**src/rtl/dsg_pkg.sv**
```systemverilog
package dsg_pkg;

  // Attributes of a bus cycle, captured when the row strobe starts.
  typedef struct packed {
    logic       write;  // 1 = write cycle
    logic       rfsh;   // 1 = RAS-only refresh
    logic [1:0] lane;   // [1] high byte, [0] low byte, 1 = enabled
  } dsg_cycle_t;

endpackage

```
**src/rtl/dsg_row_timer.sv**
```systemverilog
module dsg_row_timer #(
  parameter int RAS_CYCLES = 8,
  parameter int CAS_DELAY  = 1
) (
  input  logic clk,
  input  logic rst_n,
  input  logic req_i,
  output logic accept_o,
  output logic active_o,
  output logic col_win_o
);

  localparam int CNT_W = (RAS_CYCLES > 2) ? $clog2(RAS_CYCLES) : 1;
  localparam logic [CNT_W-1:0] LAST    = CNT_W'(RAS_CYCLES - 1);
  localparam logic [CNT_W-1:0] COL_BEG = CNT_W'(CAS_DELAY);

  logic             active_q;
  logic [CNT_W-1:0] cnt_q;

  assign accept_o = req_i && !active_q;

  always_ff @(posedge clk or negedge rst_n) begin
    if (!rst_n) begin
      active_q <= 1'b0;
      cnt_q    <= '0;
    end else if (!active_q) begin
      if (req_i) begin
        active_q <= 1'b1;
        cnt_q    <= '0;
      end
    end else if (cnt_q == LAST) begin
      active_q <= 1'b0;
      cnt_q    <= '0;
    end else begin
      cnt_q <= cnt_q + 1'b1;
    end
  end

  assign active_o  = active_q;
  assign col_win_o = active_q && (cnt_q >= COL_BEG);


  ras_len_chk: assert property (@(posedge clk) disable iff (!rst_n)
    $fell(active_q) |-> $past(cnt_q) == LAST);


  no_early_end_chk: assert property (@(posedge clk) disable iff (!rst_n)
    (active_q && cnt_q != LAST) |=> active_q);

endmodule

```
**src/rtl/dsg_cycle_capture.sv**
```systemverilog
module dsg_cycle_capture
  import dsg_pkg::*;
(
  input  logic       clk,
  input  logic       rst_n,
  input  logic       load_i,
  input  logic       active_i,
  input  logic       wr_n_i,
  input  logic       ble_n_i,
  input  logic       bhe_n_i,
  input  logic       rfsh_i,
  output dsg_cycle_t cyc_o
);

  dsg_cycle_t cyc_d, cyc_q;

  always_comb begin
    cyc_d.write = !wr_n_i;
    cyc_d.rfsh  = rfsh_i;
    cyc_d.lane  = {!bhe_n_i, !ble_n_i};
  end

  always_ff @(posedge clk or negedge rst_n) begin
    if (!rst_n)      cyc_q <= '0;
    else if (load_i) cyc_q <= cyc_d;
  end

  assign cyc_o = cyc_q;


  attr_hold_chk: assert property (@(posedge clk) disable iff (!rst_n)
    (active_i && !load_i) |=> $stable(cyc_q));

endmodule

```
**src/rtl/dsg_strobe_steer.sv**
```systemverilog
module dsg_strobe_steer
  import dsg_pkg::*;
#(
  parameter int LANES = 2
) (
  input  logic             clk,
  input  logic             rst_n,
  input  logic             active_i,
  input  logic             col_win_i,
  input  dsg_cycle_t       cyc_i,
  output logic [LANES-1:0] cas_n_o,
  output logic             oe_n_o,
  output logic             we_n_o
);

  logic access_win;
  logic any_lane;

  assign access_win = col_win_i && !cyc_i.rfsh;
  assign any_lane   = |cyc_i.lane;

  for (genvar g = 0; g < LANES; g++) begin : g_lane
    assign cas_n_o[g] = !(access_win && cyc_i.lane[g]);
  end

  assign oe_n_o = !(access_win && !cyc_i.write && any_lane);
  assign we_n_o = !(access_win && cyc_i.write);


  cas_in_ras_chk: assert property (@(posedge clk) disable iff (!rst_n)
    (!(&cas_n_o)) |-> active_i);


  oe_we_excl_chk: assert property (@(posedge clk) disable iff (!rst_n)
    !(!oe_n_o && !we_n_o));


  rfsh_quiet_chk: assert property (@(posedge clk) disable iff (!rst_n)
    (active_i && cyc_i.rfsh) |-> ((&cas_n_o) && oe_n_o && we_n_o));

endmodule

```
**src/rtl/dram_strobe_gen.sv**
```systemverilog
module dram_strobe_gen
  import dsg_pkg::*;
#(
  parameter int RAS_CYCLES = 8,
  parameter int CAS_DELAY  = 1
) (
  input  logic clk,
  input  logic rst_n,
  input  logic cs_n,
  input  logic ads_n,
  input  logic phase,
  input  logic wr_n,
  input  logic ble_n,
  input  logic bhe_n,
  input  logic rfsh,
  output logic ras_n,
  output logic ucas_n,
  output logic lcas_n,
  output logic oe_n,
  output logic we_n
);

  localparam int LANES = 2;

  logic             req, accept, active, col_win;
  dsg_cycle_t       cyc;
  logic [LANES-1:0] cas_n;

  assign req = !cs_n && !ads_n && phase;

  dsg_row_timer #(
    .RAS_CYCLES (RAS_CYCLES),
    .CAS_DELAY  (CAS_DELAY)
  ) u_timer (
    .clk       (clk),
    .rst_n     (rst_n),
    .req_i     (req),
    .accept_o  (accept),
    .active_o  (active),
    .col_win_o (col_win)
  );

  dsg_cycle_capture u_capture (
    .clk      (clk),
    .rst_n    (rst_n),
    .load_i   (accept),
    .active_i (active),
    .wr_n_i   (wr_n),
    .ble_n_i  (ble_n),
    .bhe_n_i  (bhe_n),
    .rfsh_i   (rfsh),
    .cyc_o    (cyc)
  );

  dsg_strobe_steer #(
    .LANES (LANES)
  ) u_steer (
    .clk       (clk),
    .rst_n     (rst_n),
    .active_i  (active),
    .col_win_i (col_win),
    .cyc_i     (cyc),
    .cas_n_o   (cas_n),
    .oe_n_o    (oe_n),
    .we_n_o    (we_n)
  );

  assign ras_n  = !active;
  assign ucas_n = cas_n[1];
  assign lcas_n = cas_n[0];


  cas_after_ras_chk: assert property (@(posedge clk) disable iff (!rst_n)
    $fell(ras_n) |-> (ucas_n && lcas_n));


  idle_high_chk: assert property (@(posedge clk) disable iff (!rst_n)
    ras_n |-> (ucas_n && lcas_n && oe_n && we_n));

  initial begin
    assert (RAS_CYCLES >= 2) else $error("RAS_CYCLES must be at least 2");
    assert (CAS_DELAY >= 1 && CAS_DELAY < RAS_CYCLES)
      else $error("CAS_DELAY must lie in 1..RAS_CYCLES-1");
  end

endmodule

```
**config.mk**
```make
export PLATFORM = sky130hd
export DESIGN_NAME = dram_strobe_gen
export DESIGN_NICKNAME = d
export VERILOG_FILES = /design/src/rtl/dsg_pkg.sv /design/src/rtl/dsg_row_timer.sv /design/src/rtl/dsg_cycle_capture.sv /design/src/rtl/dsg_strobe_steer.sv /design/src/rtl/dram_strobe_gen.sv
export SDC_FILE = /design/constraint.sdc
export NUM_CORES = 1
export LEC_CHECK = 0
export BUFFER_PORTS_ARGS = -buffer_cell sky130_fd_sc_hd__buf_2
export CAP_MARGIN = 0
export CORE_AREA = 2 2 39 41
export DETAILED_ROUTE_END_ITERATION = 10
export DIE_AREA = 0 0 41 43
export PLACE_DENSITY_LB_ADDON = 0.15
export SLEW_MARGIN = 30
export SYNTH_ARGS = -nofsm -noshare
export SYNTH_HDL_FRONTEND = slang
export SYNTH_SLANG_ARGS = --single-unit
```
**constraint.sdc**
```tcl
create_clock -name clk -period 1.6 [get_ports clk]
set_clock_uncertainty 0.15 [all_clocks]
set_input_delay 0.08 -clock clk [delete_from_list [all_inputs] [get_ports clk]]
set_output_delay 0.08 -clock clk [all_outputs]
set_load 0.1 [all_outputs]
```
==> run_results.csv, run 1 <==
group,metric,value,unit
global_routing,first_global_vias,377,
worst_setup_path,slowest_delay,0.50,ns
synthesis,synthTopCellsByCount,"8 x dfrtp_1, 5 x inv_1",
sta,fmax,531,MHz
sta,worst_slack,-0.283,ns
clock_tree,clockBufferDepth,2,
global_routing,grt_pass1_wl,1610,um
placement,pre_cts_slack,-0.0239,ns
worst_setup_path,ff2ff_setup_slack,0.10,ns
synthesis,synth_compound_area_frac,0.0727,
global_routing,track_usage,0.146,
run_status,violations,"setup timing",
worst_setup_path,cp_top_family,"simple AND/OR/NAND/NOR gates",
floorplanning,die_area,0.00176,mm2
synthesis,synth_edf_count,0,
synthesis,synth.top_cell.area_share,0.485,
routing,viasPerCell,4.55,
synthesis,synth_nets,50,
sta,drv_slew,0,
cells_and_area,antenna_cells,0,
min_path,hold_end,"u_timer.cnt_q[2]",
worst_setup_path,cp_slowest_cell,"or4_4",
synthesis,yosysWarnings,0,
placement,dp_hpwl,827,um
synthesis,ys_types,17,
floorplanning,rows,14,
routing,drtIter0Drc,1,
floorplanning,die_w,41,um
sta,finalHoldViolCount,0,
synthesis,syn-instance-count,38,
floorplanning,fp.dieH,43,um
synthesis,netlist_area,413,um2
clock_tree,worstSkewPairLatency,0.26,ns
synthesis,synth-seq-area-share,0.485,
worst_setup_path,rr_endpoint,"u_timer.cnt_q[2]",
clock_tree,numClockSinks,8,
synthesis,yosysMostFrequentCell,"dfrtp_1",
synthesis,synth.avg_cell_area,10.9,um2
synthesis,ys_ff_latch,8,
sta,tightest_slew,0.485,ns
min_path,hold_depth,3,
worst_setup_path,arrival,1.65,ns
cells_and_area,seq_area,200,um2
worst_setup_path,reg2reg_depth,6,
synthesis,async_flop_share,1.00,
placement,place.gp.congestion,0.802,
sta,relSlewSlack,0.679,
worst_setup_path,critical_path_class,"flip-flop to output port",
synthesis,synth-main-ff-cell,"dfrtp_1",
worst_setup_path,path_buf_inv,2,
min_path,hp-start,"cs_n",
sta,fin_crit_sh,1.18,
sta,min_period,1.88,ns
worst_setup_path,crit_required,1.37,ns
worst_setup_path,timing.rr.start,"u_timer.cnt_q[1]",
synthesis,synth_xor_area_frac,0,
worst_setup_path,start_kind,"flip-flop",
synthesis,synth_mux_area_frac,0.109,
clock_tree,clockRootBuffer,"clkbuf_4",
min_path,min_path_type,"input port to flip-flop",
sta,rsz0062_at_grt,"yes",
routing,dr.pass1.iters,2,
routing,via_count,364,
cells_and_area,fin_util,0.531,
run_status,status,"complete, but fails checks",
synthesis,yosys.area_share.adder,0.0909,
clock_tree,clk_pin_slew,0.05,ns
job,maxCapViolCount,0,
worst_setup_path,end_kind,"output port",
routing,wirelength,1020,um
synthesis,synth_top_family_by_area,"simple AND/OR/NAND/NOR gates",
routing,antenna_left,0,
floorplanning,start_util,0.298,
placement,port_buffers,13,
floorplanning,core,0.00138,mm2
global_routing,antenna_found_initial,0,
cells_and_area,synthToLayoutAreaGrowth,77.9,%
worst_setup_path,cp_cell_sequence,"inv_1 -> ha_2 -> or4_4 -> o2111ai_4 -> buf_12",
synthesis,yosys-top-cells-area,"dfrtp_1 48%, ha_1 9.1%, mux2i_1 7.3%, inv_1 4.5%, nand2b_1 4.5%",
routing,wl_per_cell,12.7,um
cells_and_area,multi_input_area,253,um2
sta,setup_viol_count_final,4,
clock_tree,cts_tree,"yes",
floorplanning,io_pins,14,
clock_tree,cts_buffers,3,
global_routing,overflow,0,
synthesis,yosys.area.top_type,"dfrtp_1",
cells_and_area,final_nets,78,
global_routing,grt_max_degree,9,
cells_and_area,drive_above_1_share,0.469,
clock_tree,htree_levels,1,
routing,drcViolationCount,0,
synthesis,synth-simple-area-share,0.185,
cells_and_area,fill_cells,124,
worst_setup_path,crit_fanout,4,
==> logic make-up (layout without fill, tap and decap cells) <==
group,count (synthesis),in the layout
fa+ha+maj,3,3
simple gates,12,12
flops,8,8
mux,4,4
buf+inv,6,32
compound gates,5,5
==> placed cells by master (no fill, tap or decap) <==
cell type and n:
buf_12 4, buf_2 9, buf_4 6, clkbuf_4 3, dfrtp_1 8, dlygate4sd3_1 5
ha_1 2, ha_2 1, inv_1 5, mux2_4 1, mux2i_1 3, nand2_1 1
nand2b_1 3, nand3_4 3, nor2b_2 1, nor3b_1 1, o2111ai_4 1, o21ai_0 3
o22ai_1 1, or2b_1 1, or4_4 1, or4b_1 1
==> through the flow <==
stage                     hold slack, ns  setup TNS [ns]  cell area [um2]  instances
after floorplan                   -0.366        -0.00272              480         38
after global placement            -0.220               0              652         71
after detailed placement          -0.219         -0.0239              652         71
after CTS                        0.00820           -1.09              727         79
after global routing             0.00214           -1.23              734         80
final                            0.00534           -1.05              734         80
==> sequential cells by signal, summed over array words and instances, names as in the netlist <==
signal            cells
u_capture.cyc_o       4
u_timer.cnt_q         3
u_timer.active_o      1
==> final cells by class <==
type / instances / area share
well taps: 16 / 0.0273
repair buffers: 24 / 0.300
inverters: 5 / 0.0256
clock buffers: 3 / 0.0307
multi-input cells: 24 / 0.344
flip-flops and latches: 8 / 0.273
==> worst max path at each step <==
stage	depth (start not counted)	startpoint	end
2_1_floorplan	3	u_timer.cnt_q[0]	oe_n
3_3_place_gp	4	u_timer.cnt_q[0]	oe_n
3_5_place_dp	5	u_timer.cnt_q[1]	oe_n
4_1_cts	5	u_timer.cnt_q[1]	oe_n
5_1_grt	5	u_timer.cnt_q[1]	oe_n
6_report	5	u_timer.cnt_q[1]	oe_n
==> tightest hold or removal path, cell delays in order <==
cell and delay, ns:
buf_2 0.09, nor3b_1 0.06, o21ai_0 0.15
==> layer usage <==
metal	vias up	wire, um	track usage
li1	185	-	-
met1	164	416	0.157
met2	10	508	0.219
met3	5	56	0.0471
met4	0	37	0.120
met5	-	0	0
==> what timing repair did <==
item	CTS	global route
setup endpoints to repair	4	4
endpoints found under the hold margin	12	0
resized for setup	1	0
setup buffers	0	1
pin swaps	3	1
hold buffers	5	0
Power of run 1 is not shown: default switching activity piles up to over one toggle a cycle in this logic, so the estimate is an artifact.
==> inputs of run 2 (changes only) <==
Settings changed: ABC_AREA set to 1, CORE_AREA 2 2 39 41 to not set, CORE_MARGIN set to 2, CORE_UTILIZATION set to 35, DIE_AREA 0 0 41 43 to not set, TNS_END_PERCENT set to 50.
==> run 2 against run 1 <==
Against the previous run:
- the flow now finishes without violations
- clock-buffer cell count unchanged
- die area is 7.6% lower
- hold slack improved by 0.039 ns
- sequential share of layout area down 0.23 points
- first-iteration DRC count rose to 10 times the previous value
- via count rose by 18%
- fmax increased by 21%
- setup slack better by 0.33 ns
- global-route usage is 0.19 points higher
- area after synthesis grew 12%
- design area grew 0.85%
- highest routed layer is now met3
==> run_results.csv, run 2 <==
group,metric,value,unit
synthesis,yosysMostFrequentCell,"nand2_1",
clock_tree,htree_levels,1,
clock_tree,clockBufferDepth,2,
sta,fmax,644,MHz
clock_tree,clk_pin_slew,0.06,ns
sta,setup_viol_count_final,0,
worst_setup_path,reg2reg_depth,5,
synthesis,netlist_area,463,um2
cells_and_area,layout_common_cells,"14 x nand2_1, 8 x dlygate4sd3_1, 8 x buf_2, 8 x dfrtp_1, 7 x inv_1",
synthesis,async_flop_share,1.00,
global_routing,overflow,0,
placement,pre_cts_slack,0.248,ns
floorplanning,die_area,0.00163,mm2
floorplanning,core,0.00127,mm2
synthesis,yosys.area.top_type,"dfrtp_1",
synthesis,yosys.area_share.adder,0.0811,
cells_and_area,largest_reg_flops,4,
synthesis,synth_edf_count,0,
synthesis,ys_ff_latch,8,
job,maxCapViolCount,0,
clock_tree,cts_buffers,3,
cells_and_area,final_nets,93,
routing,wl_per_cell,10.1,um
sta,fin_crit_sh,0.970,
cells_and_area,antenna_cells,0,
sta,hold_slack,0.0446,ns
synthesis,synth-main-ff-cell,"dfrtp_1",
routing,dr.pass1.iters,4,
global_routing,track_usage,0.148,
floorplanning,start_util,0.365,
pwr,power,1.67,mW
synthesis,synth_mux_area_frac,0,
clock_tree,cts_tree,"yes",
synthesis,synthTopCellsByCount,"15 x nand2_1, 8 x dfrtp_1, 7 x inv_1, 6 x nand3_1, 5 x nand4_1",
synthesis,ys_types,14,
synthesis,yosys-top-cells-area,"dfrtp_1 43%, nand2_1 12%, ha_1 8.1%, nand4_1 6.8%, nand3_1 6.5%",
worst_setup_path,crit_fanout,4,
synthesis,yosysWarnings,0,
sta,worst_slack,0.0479,ns
global_routing,grt_max_degree,14,
run_status,status,"finished clean",
sta,tightest_slew,0.319,ns
clock_tree,numClockSinks,8,
pwr,p_leak,0.385,nW
min_path,min_path_type,"input port to async pin",
worst_setup_path,arrival,1.32,ns
sta,rsz0062_at_grt,"yes",
pwr,p_per_area,2260,mW/mm2
synthesis,synth.avg_cell_area,8.57,um2
sta,drv_slew,0,
clock_tree,clockRootBuffer,"clkbuf_4",
synthesis,synth_nets,66,
global_routing,antenna_found_initial,0,
worst_setup_path,end_kind,"output port",
worst_setup_path,start_kind,"flip-flop",
cells_and_area,synthToLayoutAreaGrowth,60.0,%
synthesis,synth-simple-area-share,0.386,
floorplanning,rows,13,
synthesis,syn-instance-count,54,
placement,dp_hpwl,664,um
placement,place.gp.congestion,0.739,
synthesis,synth-seq-area-share,0.432,
routing,antenna_left,0,
cells_and_area,mostFrequentLayoutCell,"nand2_1",
floorplanning,fp.dieH,40.4,um
synthesis,synth_top_family_by_area,"simple AND/OR/NAND/NOR gates",
global_routing,first_global_vias,409,
worst_setup_path,crit_required,1.37,ns
cells_and_area,drive_above_1_share,0.329,
floorplanning,die_w,40.4,um
clock_tree,worstSkewPairLatency,0.25,ns
floorplanning,io_pins,14,
synthesis,synth_xor_area_frac,0,
synthesis,synth.top_cell.area_share,0.432,
sta,min_period,1.55,ns
placement,port_buffers,13,
pwr,ir_worst_vdd,0.000869,V
routing,drtIter0Drc,10,
global_routing,grt_pass1_wl,1560,um
sta,relSlewSlack,0.787,
routing,wirelength,945,um
routing,viasPerCell,4.59,
worst_setup_path,critical_path_class,"flip-flop to output port",
routing,via_count,431,
sta,finalHoldViolCount,0,
routing,drcViolationCount,0,
synthesis,synth_compound_area_frac,0.0108,
==> run 2: worst paths after layout <==
check | startpoint | to | slack [ns]
min in group clk | u_timer.active_o | u_timer.cnt_q[2] | 0.36
hold reg to reg | u_timer.active_o | u_timer.cnt_q[2] | 0.36
setup / recovery | u_timer.cnt_q[1] | oe_n | 0.05
max in group asynchronous | rst_n | u_capture.cyc_o[0] | 1.08
hold / removal | rst_n | u_timer.cnt_q[2] | 0.04
setup reg to reg | u_timer.cnt_q[0] | u_timer.cnt_q[2] | 0.24
==> run 2: layout make-up <==
cell class | instances | area [um2]
clock buffers | 3 | 22.5
fillers | 116 | 528
inverters | 8 | 30.0
multi-input cells | 37 | 234
flip-flops and latches | 8 | 200
well taps | 15 | 18.8
repair buffers | 23 | 235
==> run 2: worst max-delay path, cell delays in order (launching register included) <==
cell	delay, ns
dfrtp_1	0.38
inv_1	0.06
ha_2	0.16
nor2_2	0.04
nand2_2	0.08
nand4_1	0.14
buf_12	0.21
==> run 2: cells by family (layout without fill, tap and decap cells) <==
| group | after synthesis | count (layout) |
|---|---|---|
| AOI/OAI and AO/OA | 1 | 1 |
| adders and majority gates | 3 | 3 |
| buffers and inverters | 9 | 34 |
| DFF | 8 | 8 |
| and+or+nand+nor | 33 | 33 |
==> run 2: timing repair <==
action                     CTS  global route
pin swaps                    1             2
gates resized for setup      0             4
hold buffers                 8             0
hold endpoints to repair    12             0
buffers inserted             2             0
setup endpoints to repair    4             4
==> run 2: metal layers <==
layer / vias up / wire length (um) / track usage
li1: 225 / - / -
met1: 192 / 428 / 0.169
met2: 14 / 481 / 0.242
met3: 0 / 35 / 0.0167
met4: 0 / 0 / 0.125
met5: - / 0 / 0
==> run 2: power by group <==
part	total [mW]	internal [mW]	switching (mW)	leakage, nW
Combinational	1.13	0.413	0.718	0.273
Clock	0.153	0.0857	0.0670	0.0138
Sequential	0.391	0.305	0.0862	0.0982
Total	1.67	0.804	0.871	0.385
==> run 2: through the flow <==
step	utilization	area, um2	setup TNS (ns)	instances
floorplan	-	467	-0.484	54
global placement	0.481	611	0	81
detailed placement	0.481	611	0	81
CTS	0.574	728	0	94
global route	0.584	741	-0.175	94
finish	0.584	741	0	94
Note: power is estimated with default switching activity, not from simulation.
==> inputs of run 3 (changes only) <==
Settings changed: SETUP_SLACK_MARGIN set to 0.4.
==> run 3 against run 2 <==
Against the previous run:
- core utilization rose by 2.0 points
- critical path type unchanged
- sequential share of layout area fell by 0.88 points
- die area unchanged
- clock-buffer cell count unchanged
- hold slack better by 0.028 ns
- largest power group unchanged
- highest routed layer is now met4
==> run_results.csv, run 3 (synthesized netlist as in run 2, its figures left out) <==
group,metric,value,unit
run_status,status,"finished clean",
placement,dp_hpwl,655,um
worst_setup_path,path_buf_inv,2,
sta,setup_viol_count_final,0,
cells_and_area,fin_cells,94,
min_path,min_path_type,"input port to async pin",
cells_and_area,final_nets,93,
floorplanning,rows,13,
worst_setup_path,slowest_delay,0.38,ns
worst_setup_path,ff2ff_setup_slack,0.25,ns
sta,fmax,645,MHz
routing,antenna_left,0,
clock_tree,cts_buffers,3,
cells_and_area,synthToLayoutAreaGrowth,65.4,%
cells_and_area,largest_reg_flops,4,
worst_setup_path,arrival,1.32,ns
floorplanning,die_area,0.00163,mm2
floorplanning,die_w,40.4,um
job,maxCapViolCount,0,
routing,via_count,441,
worst_setup_path,cp_cell_sequence,"buf_4 -> nor2_1 -> nand2_2 -> nand4_1 -> buf_12",
clock_tree,cts_tree,"yes",
worst_setup_path,crit_cells,5,
routing,wl_per_cell,10.3,um
worst_setup_path,worstSetupStartpoint,"u_timer.cnt_q[1]",
placement,dpl_cell_area,611,um2
sta,hold_slack,0.0722,ns
global_routing,overflow,0,
placement,place.gp.congestion,0.739,
sta,rsz0062_at_grt,"yes",
worst_setup_path,start_kind,"flip-flop",
placement,port_buffers,13,
global_routing,track_usage,0.152,
cells_and_area,layout_common_cells,"11 x nand2_1, 8 x buf_2, 8 x dfrtp_1",
clock_tree,clk_pin_slew,0.05,ns
cells_and_area,drive_above_1_share,0.367,
routing,dr.pass1.iters,3,
cells_and_area,mostFrequentLayoutCell,"nand2_1",
worst_setup_path,timing.rr.start,"u_timer.cnt_q[0]",
worst_setup_path,end_kind,"output port",
floorplanning,core,0.00127,mm2
placement,dp.cells,81,
worst_setup_path,reg2reg_depth,5,
worst_setup_path,rr_endpoint,"u_timer.cnt_q[2]",
clock_tree,clockBufferDepth,2,
pwr,ir_worst_vdd,0.00132,V
clock_tree,numClockSinks,8,
routing,drcViolationCount,0,
clock_tree,worstSkewPairLatency,0.25,ns
worst_setup_path,crit_end,"oe_n",
global_routing,antenna_found_initial,0,
global_routing,grt_pass1_wl,1580,um
pwr,p_leak,0.404,nW
clock_tree,clockRootBuffer,"clkbuf_4",
sta,min_period,1.55,ns
worst_setup_path,cp_top_family,"flip-flops",
floorplanning,start_util,0.365,
floorplanning,fp.dieH,40.4,um
clock_tree,htree_levels,1,
global_routing,grt_max_degree,14,
routing,wirelength,970,um
cells_and_area,design_area,766,um2
routing,viasPerCell,4.69,
pwr,p_per_area,2210,mW/mm2
cells_and_area,antenna_cells,0,
sta,tightest_slew,0.209,ns
cells_and_area,fin_util,0.604,
worst_setup_path,cp_slowest_cell,"dfrtp_1",
routing,drtIter0Drc,1,
sta,relSlewSlack,0.861,
global_routing,first_global_vias,397,
floorplanning,io_pins,14,
sta,finalHoldViolCount,0,
worst_setup_path,crit_required,1.37,ns
sta,fin_crit_sh,0.968,
worst_setup_path,critical_path_class,"flip-flop to output port",
sta,drv_slew,0,
worst_setup_path,crit_fanout,4,
[run 3: power breakdown]
part	switching [mW]	internal [mW]	total, mW
Combinational	0.725	0.421	1.15
Clock	0.0651	0.0856	0.151
Sequential	0.0935	0.305	0.398
[run 3: final cells by class]
| cell class | instances | area (um2) |
|---|---|---|
| fill | 112 | 503 |
| multi-input combinational | 37 | 249 |
| timing repair buffer | 23 | 240 |
| sequential | 8 | 200 |
| inverter | 8 | 35.0 |
| clock buffer | 3 | 22.5 |
| tap | 15 | 18.8 |
[run 3: metrics by stage]
stage	setup TNS, ns	setup WS, ns	power [mW]
finish	0	0.0504	1.70
global placement	0	0.272	1.43
floorplan	-0.484	-0.222	1.14
CTS	0	0.0187	1.66
global route	-0.0909	-0.0398	1.81
detailed placement	0	0.253	1.44
[run 3: how the worst min path moves through the flow]
stage                     start                  to  slack [ns]  depth (start not counted)
after floorplan           rst_n  u_capture.cyc_o[0]       -0.37                          0
after global placement    rst_n    u_timer.cnt_q[2]       -0.22                          1
after detailed placement  rst_n    u_timer.cnt_q[2]       -0.22                          1
after CTS                 rst_n    u_timer.cnt_q[2]        0.04                          2
after global routing      rst_n    u_timer.cnt_q[1]        0.08                          2
final                     rst_n    u_timer.cnt_q[1]        0.07                          2
[run 3: timing repair]
item | 4_1_cts | 5_1_grt
setup endpoints to repair | 11 | 13
hold buffers | 8 | 0
pin swaps | 2 | 7
endpoints found under the hold margin | 12 | 0
resized for setup | 2 | 10
setup buffers | 2 | 0
[run 3: routing by layer]
metal  up-vias  GRT usage  part of all wire
met5         -          0                 0
met4         0      0.125             0.029
met1       194      0.156              0.38
li1        227          -                 -
met3         4     0.0389             0.046
met2        16      0.254              0.54
